[config.mk]
export PLATFORM = sky130hd
export DESIGN_NAME = spi_mem_slave
export DESIGN_NICKNAME = d
export VERILOG_FILES = /design/src/rtl/spi_mem_pkg.sv /design/src/rtl/spi_mem_hold.sv /design/src/rtl/spi_mem_timer.sv /design/src/rtl/spi_mem_pagebuf.sv /design/src/rtl/spi_mem_array.sv /design/src/rtl/spi_mem_slave.sv
export SDC_FILE = /design/constraint.sdc
export NUM_CORES = 2
export LEC_CHECK = 0
export ABC_AREA = 1
export BUFFER_PORTS_ARGS = -buffer_cell sky130_fd_sc_hd__buf_2
export CAP_MARGIN = 10
export CELL_PAD_IN_SITES_DETAIL_PLACEMENT = 1
export CELL_PAD_IN_SITES_GLOBAL_PLACEMENT = 1
export CORE_ASPECT_RATIO = 1.1
export CORE_MARGIN = 4
export CORE_UTILIZATION = 52
export DETAILED_ROUTE_END_ITERATION = 10
export PLACE_DENSITY_LB_ADDON = 0.12
export SLEW_MARGIN = 30
export SYNTH_ARGS = -nofsm -noshare
export SYNTH_HDL_FRONTEND = slang
export SYNTH_SLANG_ARGS = --single-unit
[constraint.sdc]
create_clock -name clk_i -period 3.3 [get_ports clk_i]
set_input_delay 0.33 -clock clk_i [delete_from_list [all_inputs] [get_ports clk_i]]
set_output_delay 0.33 -clock clk_i [all_outputs]
set_load 0.01 [all_outputs]
[src/rtl/spi_mem_pkg.sv]
package spi_mem_pkg;
  localparam logic [7:0] OP_WREN  = 8'h06;
  localparam logic [7:0] OP_WRDI  = 8'h04;
  localparam logic [7:0] OP_RDSR  = 8'h05;
  localparam logic [7:0] OP_WRSR  = 8'h01;
  localparam logic [7:0] OP_READ  = 8'h03;
  localparam logic [7:0] OP_WRITE = 8'h02;

  typedef enum logic [2:0] {
    ST_IDLE,
    ST_OPC,
    ST_ADDR,
    ST_RDATA,
    ST_WDATA,
    ST_SRD,
    ST_SWR,
    ST_SKIP
  } phase_e;
endpackage

[src/rtl/spi_mem_hold.sv]
module spi_mem_hold (
  input  logic clk_i,
  input  logic rst_ni,
  input  logic cs_ni_i,
  input  logic sck_i,
  input  logic hold_ni,
  output logic paused_o
);
  // pause state follows hold only while sck is low
  always_ff @(posedge clk_i or negedge rst_ni) begin
    if (!rst_ni)      paused_o <= 1'b0;
    else if (cs_ni_i) paused_o <= 1'b0;
    else if (!sck_i)  paused_o <= ~hold_ni;
  end
endmodule

[src/rtl/spi_mem_timer.sv]
module spi_mem_timer #(
  parameter int WR_CYCLES = 200
) (
  input  logic clk_i,
  input  logic rst_ni,
  input  logic start_i,
  output logic busy_o
);
  localparam int TW = $clog2(WR_CYCLES + 1);

  logic [TW-1:0] cnt_q;

  always_ff @(posedge clk_i or negedge rst_ni) begin
    if (!rst_ni)           cnt_q <= '0;
    else if (start_i)      cnt_q <= TW'(WR_CYCLES);
    else if (cnt_q != '0)  cnt_q <= cnt_q - 1'b1;
  end

  assign busy_o = (cnt_q != '0);
endmodule

[src/rtl/spi_mem_pagebuf.sv]
module spi_mem_pagebuf #(
  parameter int PAGE_BYTES = 16,
  localparam int PW = $clog2(PAGE_BYTES)
) (
  input  logic                       clk_i,
  input  logic                       rst_ni,
  input  logic                       clr_i,
  input  logic                       we_i,
  input  logic [PW-1:0]              off_i,
  input  logic [7:0]                 wdata_i,
  output logic [PAGE_BYTES-1:0][7:0] data_o,
  output logic [PAGE_BYTES-1:0]      mask_o
);
  for (genvar g = 0; g < PAGE_BYTES; g++) begin : g_slot
    always_ff @(posedge clk_i or negedge rst_ni) begin
      if (!rst_ni) begin
        data_o[g] <= '0;
        mask_o[g] <= 1'b0;
      end else if (clr_i) begin
        mask_o[g] <= 1'b0;
      end else if (we_i && off_i == PW'(g)) begin
        data_o[g] <= wdata_i;
        mask_o[g] <= 1'b1;
      end
    end
  end
endmodule

[src/rtl/spi_mem_array.sv]
module spi_mem_array #(
  parameter int MEM_BYTES  = 256,
  parameter int PAGE_BYTES = 16,
  localparam int AW = $clog2(MEM_BYTES),
  localparam int PW = $clog2(PAGE_BYTES)
) (
  input  logic                       clk_i,
  input  logic                       rst_ni,
  input  logic                       commit_i,
  input  logic [AW-PW-1:0]           base_i,
  input  logic [PAGE_BYTES-1:0][7:0] data_i,
  input  logic [PAGE_BYTES-1:0]      mask_i,
  input  logic [AW-1:0]              raddr_i,
  output logic [7:0]                 rdata_o
);
  logic [MEM_BYTES-1:0][7:0] mem_q;

  always_ff @(posedge clk_i or negedge rst_ni) begin
    if (!rst_ni) begin
      mem_q <= '0;
    end else if (commit_i) begin
      for (int p = 0; p < PAGE_BYTES; p++) begin
        if (mask_i[p]) mem_q[{base_i, PW'(p)}] <= data_i[p];
      end
    end
  end

  assign rdata_o = mem_q[raddr_i];
endmodule

[src/rtl/spi_mem_slave.sv]
module spi_mem_slave
  import spi_mem_pkg::*;
#(
  parameter int MEM_BYTES  = 256,
  parameter int PAGE_BYTES = 16,
  parameter int WR_CYCLES  = 200
) (
  input  logic clk_i,
  input  logic rst_ni,
  input  logic sck_i,
  input  logic cs_ni_i,
  input  logic si_i,
  input  logic hold_ni,
  output logic so_o,
  output logic so_oe_o
);
  localparam int AW = $clog2(MEM_BYTES);
  localparam int PW = $clog2(PAGE_BYTES);
  localparam int BW = AW - PW;

  phase_e        phase;
  logic          sck_q, cs_q;
  logic          paused, busy, wel;
  logic [5:0]    usr, sr_pend;
  logic [7:0]    sh_in, sh_out, in_byte, status, out_byte, mem_rdata;
  logic [2:0]    bit_cnt;
  logic [3:0]    addr_cnt;
  logic [1:0]    nb;
  logic [AW-1:0] addr;
  logic          rd_cmd, started, so_q;
  logic          sel, sck_rise, sck_fall, cs_rise, byte_done, rd_phase;
  logic          wr_commit, sr_commit, pb_clr, pb_we;
  logic [PAGE_BYTES-1:0][7:0] pb_data;
  logic [PAGE_BYTES-1:0]      pb_mask;
  phase_e        dec_phase;
  logic          dec_wel_set, dec_wel_clr, dec_rd;

  spi_mem_hold u_hold (
    .clk_i    (clk_i),
    .rst_ni   (rst_ni),
    .cs_ni_i  (cs_ni_i),
    .sck_i    (sck_i),
    .hold_ni  (hold_ni),
    .paused_o (paused)
  );

  spi_mem_timer #(.WR_CYCLES(WR_CYCLES)) u_timer (
    .clk_i   (clk_i),
    .rst_ni  (rst_ni),
    .start_i (wr_commit | sr_commit),
    .busy_o  (busy)
  );

  spi_mem_pagebuf #(.PAGE_BYTES(PAGE_BYTES)) u_pagebuf (
    .clk_i   (clk_i),
    .rst_ni  (rst_ni),
    .clr_i   (pb_clr),
    .we_i    (pb_we),
    .off_i   (addr[PW-1:0]),
    .wdata_i (in_byte),
    .data_o  (pb_data),
    .mask_o  (pb_mask)
  );

  spi_mem_array #(.MEM_BYTES(MEM_BYTES), .PAGE_BYTES(PAGE_BYTES)) u_array (
    .clk_i    (clk_i),
    .rst_ni   (rst_ni),
    .commit_i (wr_commit),
    .base_i   (addr[AW-1:PW]),
    .data_i   (pb_data),
    .mask_i   (pb_mask),
    .raddr_i  (addr),
    .rdata_o  (mem_rdata)
  );

  assign sel       = ~cs_ni_i;
  assign sck_rise  = sel & ~paused & sck_i & ~sck_q;
  assign sck_fall  = sel & ~paused & ~sck_i & sck_q;
  assign cs_rise   = cs_ni_i & ~cs_q;
  assign in_byte   = {sh_in[6:0], si_i};
  assign byte_done = sck_rise & (bit_cnt == 3'd7);
  assign rd_phase  = (phase == ST_RDATA) | (phase == ST_SRD);
  assign wr_commit = cs_rise & (phase == ST_WDATA) & (bit_cnt == 3'd0) & (nb != 2'd0);
  assign sr_commit = cs_rise & (phase == ST_SWR) & (bit_cnt == 3'd0) & (nb == 2'd1);
  assign pb_clr    = sck_rise & (phase == ST_ADDR) & (addr_cnt == 4'd15) & ~rd_cmd;
  assign pb_we     = byte_done & (phase == ST_WDATA);
  assign status    = {usr, wel, busy};
  assign out_byte  = (phase == ST_SRD) ? status : mem_rdata;
  assign so_oe_o   = sel & ~paused & started & rd_phase;
  assign so_o      = so_q;

  // opcode decode; during a write cycle only status read survives
  always_comb begin
    dec_phase   = ST_SKIP;
    dec_wel_set = 1'b0;
    dec_wel_clr = 1'b0;
    dec_rd      = 1'b0;
    if (busy) begin
      if (in_byte == OP_RDSR) dec_phase = ST_SRD;
    end else begin
      case (in_byte)
        OP_WREN:  dec_wel_set = 1'b1;
        OP_WRDI:  dec_wel_clr = 1'b1;
        OP_RDSR:  dec_phase   = ST_SRD;
        OP_WRSR:  if (wel) dec_phase = ST_SWR;
        OP_READ: begin
          dec_phase = ST_ADDR;
          dec_rd    = 1'b1;
        end
        OP_WRITE: if (wel) dec_phase = ST_ADDR;
        default:  ;
      endcase
    end
  end

  always_ff @(posedge clk_i or negedge rst_ni) begin
    if (!rst_ni) begin
      sck_q <= 1'b0;
      cs_q  <= 1'b1;
    end else begin
      sck_q <= sck_i;
      cs_q  <= cs_ni_i;
    end
  end

  always_ff @(posedge clk_i or negedge rst_ni) begin
    if (!rst_ni) begin
      phase    <= ST_IDLE;
      sh_in    <= '0;
      sh_out   <= '0;
      bit_cnt  <= '0;
      addr_cnt <= '0;
      nb       <= '0;
      addr     <= '0;
      rd_cmd   <= 1'b0;
      started  <= 1'b0;
      so_q     <= 1'b0;
      sr_pend  <= '0;
    end else if (cs_ni_i) begin
      phase    <= ST_IDLE;
      bit_cnt  <= '0;
      addr_cnt <= '0;
      nb       <= '0;
      started  <= 1'b0;
    end else if (phase == ST_IDLE) begin
      phase <= ST_OPC;
    end else begin
      if (sck_rise) begin
        sh_in   <= in_byte;
        bit_cnt <= bit_cnt + 1'b1;
        case (phase)
          ST_OPC: if (byte_done) begin
            phase  <= dec_phase;
            rd_cmd <= dec_rd;
          end
          ST_ADDR: begin
            addr     <= {addr[AW-2:0], si_i};
            addr_cnt <= addr_cnt + 1'b1;
            if (addr_cnt == 4'd15) phase <= rd_cmd ? ST_RDATA : ST_WDATA;
          end
          ST_WDATA: if (byte_done) begin
            addr <= {addr[AW-1:PW], addr[PW-1:0] + 1'b1};
            if (nb != 2'd2) nb <= nb + 1'b1;
          end
          ST_SWR: if (byte_done) begin
            sr_pend <= in_byte[7:2];
            if (nb != 2'd2) nb <= nb + 1'b1;
          end
          ST_RDATA: if (byte_done) addr <= addr + 1'b1;
          default: ;
        endcase
      end
      if (sck_fall && rd_phase) begin
        started <= 1'b1;
        if (bit_cnt == 3'd0) begin
          so_q   <= out_byte[7];
          sh_out <= {out_byte[6:0], 1'b0};
        end else begin
          so_q   <= sh_out[7];
          sh_out <= {sh_out[6:0], 1'b0};
        end
      end
    end
  end

  always_ff @(posedge clk_i or negedge rst_ni) begin
    if (!rst_ni) begin
      wel <= 1'b0;
      usr <= '0;
    end else begin
      if (wr_commit || sr_commit)                           wel <= 1'b0;
      else if (byte_done && phase == ST_OPC && dec_wel_set) wel <= 1'b1;
      else if (byte_done && phase == ST_OPC && dec_wel_clr) wel <= 1'b0;
      if (sr_commit) usr <= sr_pend;
    end
  end

  logic unused_bw;
  assign unused_bw = ^BW;
endmodule

==> qor.yml <==
clock_tree:
  clk_latency_ns: 0.93
  cts_root_buf: "clkbuf_16"
  cts_buffer_depth: 3
  clkSinkCount: 2253
  cts_tree: "done"
  cts_htree_levels: 4
  clk_pin_slew_ns: 0.06
  cts_buffers: 233
run_status:
  status: "complete, but fails checks"
  violations: "setup timing"
routing:
  detail_route.iter0.violations: 13700
  vias: 99400
  antenna_left: 0
  wl_per_cell_microns: 31.2
  drc: 0
  vias_per_cell: 6.33
  wl_microns: 491000
  dr.pass1.iters: 6
worst_setup_path:
  max_stage_delay_ns: 0.56
  timing.critical_path.max_delay_family: "simple AND/OR/NAND/NOR gates"
  cp-end-kind: "flop"
  cp-start-kind: "flop"
  slowest_stage: "dfrtp_4"
  cp_max_fo: 58
  worst-path-buf-inv: 3
  r2r_setup_slack_ns: -0.003
  cp.required_ns: 4.13
  path_cells: "inv_16, buf_12, buf_4, nor2_1, o21ai_0, nand2_1, nand2_1, o21ai_1, nand2_1, nor2_1, nor2_1, nor2_1, nand2_1, nand2_1, a21oi_1"
  crit_arrival_ns: 4.13
  crit_top_cell: "nand2_1"
  crit_type: "reg -> reg"
place:
  dpl.hpwl_microns: 321000
  place_ws_ns: -0.0757
  placed_area_sq_um: 108000
  place_congestion: 1.04
  io_buffers: 7
synthesis:
  yosysUniqueCellTypes: 46
  async_reset_ff_frac: 1.00
  synth_flop_cell: "dfrtp_1"
  syn_avg_cell_area_sq_um: 7.95
  yosysSeqAreaShare: 0.546
  ys_ff_latch: 2253
  synth_edf_count: 0
  netlist_instances: 13000
  synth_area_sq_um: 103000
  ys_warn_count: 0
  syn-num-nets: 13000
timing:
  tightest_slew_ns: 1.12
  finalCriticalPeriod_ns: 3.30
  period_share: 1.00
  relSlewSlack: 0.248
  layout_setup_ws_ns: -0.00349
  finalSetupViolations: 1
  timing.fmax_ghz: 0.303
  slew_viol_final: 0
  skew_ns: 0.0357
  hold_viol_final: 0
finish:
  nNetsFinal: 12900
  syn_to_final_growth_pct: 12.1
  design_area_sq_um: 116000
  finish.utilization: 0.586
  most-common-layout-cells: "nand2_1, o21ai_0, dfrtp_1"
  final_common_cell: "nand2_1"
  layout-drive-gt1-share: 0.0859
power:
  power.total_uw: 85100
  peakVddDrop_v: 0.000639
  p_per_area_nw_per_um2: 735
  p_leak_uw: 0.0549
floorplanning:
  die_area_sq_um: 206000
  core_sq_um: 197000
  io_pins: 8
  rows: 171
  initial_core_util: 0.523
  die_w_microns: 433
  dieHeight_microns: 475
global_route:
  antenna_found_initial: 59
  first_global_vias: 99900
  track_usage: 0.475
  grt_pass1_wl_microns: 705000
  grt_max_degree: 116
  grt_overflow: 0
min_path:
  hp-class: "in -> reg"
flow_run:
  max_cap_violations: 0
==> path summary, 6_finish.rpt <==
path,start,depth (start not counted),end
worst min register to register,addr_cnt[3],1,addr_cnt[3]
worst max-delay path,addr[0],15,sh_out[3]
min in group asynchronous,rst_ni,2,u_array.mem_q[661]
max in group asynchronous,rst_ni,3,u_array.mem_q[615]
worst min-delay path,sck_i,2,sck_q
worst max register to register,addr[0],15,sh_out[3]
==> layout make-up <==
cell class                 instances  area (sq um)
antenna                           23          57.6
clock buffer                     356          6900
clock inverter                    74           905
fill                           23800         81800
inverter                         443          1710
multi-input combinational       9430         41400
sequential                      2253         56400
tap                             2595          3250
timing repair buffer             526          5120
==> per-stage QoR <==
stage	TNS, ns	hold slack [ns]	cells
finish	-0.00349	0.0870	15700
global route	-0.0540	0.0942	15700
CTS	0	0.0294	15700
detailed placement	-0.0849	0.455	15200
global placement	-0.0664	0.451	15200
floorplan	0	0.0344	13000
==> worst reg2reg max path: stages (launching register included) <==
cell	delay, ns
dfrtp_4	0.56
inv_16	0.26
buf_12	0.36
buf_4	0.34
nor2_1	0.07
o21ai_0	0.37
nand2_1	0.32
nand2_1	0.26
o21ai_1	0.11
nand2_1	0.10
nor2_1	0.08
nor2_1	0.10
nor2_1	0.05
nand2_1	0.05
nand2_1	0.07
a21oi_1	0.13
==> kinds of logic (layout without fill, tap and decap cells) <==
logic type	count (synthesis)	in the layout	synth area share
AND/OR/NAND/NOR	6018	6018	0.231
other	0	23	0
XOR/XNOR	2	2	0.000170
AO/OA/AOI/OAI	3391	3391	0.166
buffers and inverters	1304	1399	0.0539
adder cells (fa/ha/maj)	13	13	0.00158
flip-flops	2253	2253	0.546
multiplexers	6	6	0.000655
==> state kept, by name (all words and copies together), names as in the netlist <==
register,cells
addr,8
addr_cnt,4
bit_cnt,3
cs_q,1
nb,2
phase,3
rd_cmd,1
sck_q,1
sh_in,7
sh_out,7
so_o,1
sr_pend,6
started,1
u_array.mem_q,2048
u_hold.paused_o,1
u_pagebuf.data_o,128
u_pagebuf.mask_o,16
u_timer.cnt_q,8
usr,6
wel,1
==> timing repair <==
action	4_1_cts	5_1_grt
setup buffers	0	1
endpoints found under the setup margin	4	7
endpoints found under the hold margin	79	0
gates resized for setup	3	37
hold buffers	6	0
==> where the power goes <==
part | switching [uW] | total [uW] | internal, uW
Clock | 11900 | 27400 | 15500
Combinational | 21600 | 29600 | 7980
Sequential | 269 | 28100 | 27800
==> cell usage after synthesis, drive strengths merged (2+ instances only) <==
cell type     n  area, sq um
nand2      4146        16300
o21ai      3272        16400
dfrtp      2252        56400
nor2       1700         6710
clkbuf      515         1930
inv         441         1660
buf         346         1970
nand3       122          611
o22ai        60          375
a21oi        33          176
nand4        28          175
nor3         17         96.4
ha           13          163
o211ai        8         60.1
mux2          6         67.6
a22oi         4         30.0
a31oi         3         18.8
o31ai         3         22.5
and2          2         12.5
clkinv        2         7.51
nor4          2         12.5
o21bai        2         15.0
xor2          2         17.5
==> routing by layer <==
layer | vias to the layer above | GRT usage | part of all wire
li1 | 41600 | - | -
met1 | 50400 | 0.621 | 0.38
met2 | 5865 | 0.659 | 0.41
met3 | 1513 | 0.147 | 0.12
met4 | 10 | 0.359 | 0.089
met5 | - | 0.00773 | 0.00042
Note: power is estimated with default switching activity, not from simulation.
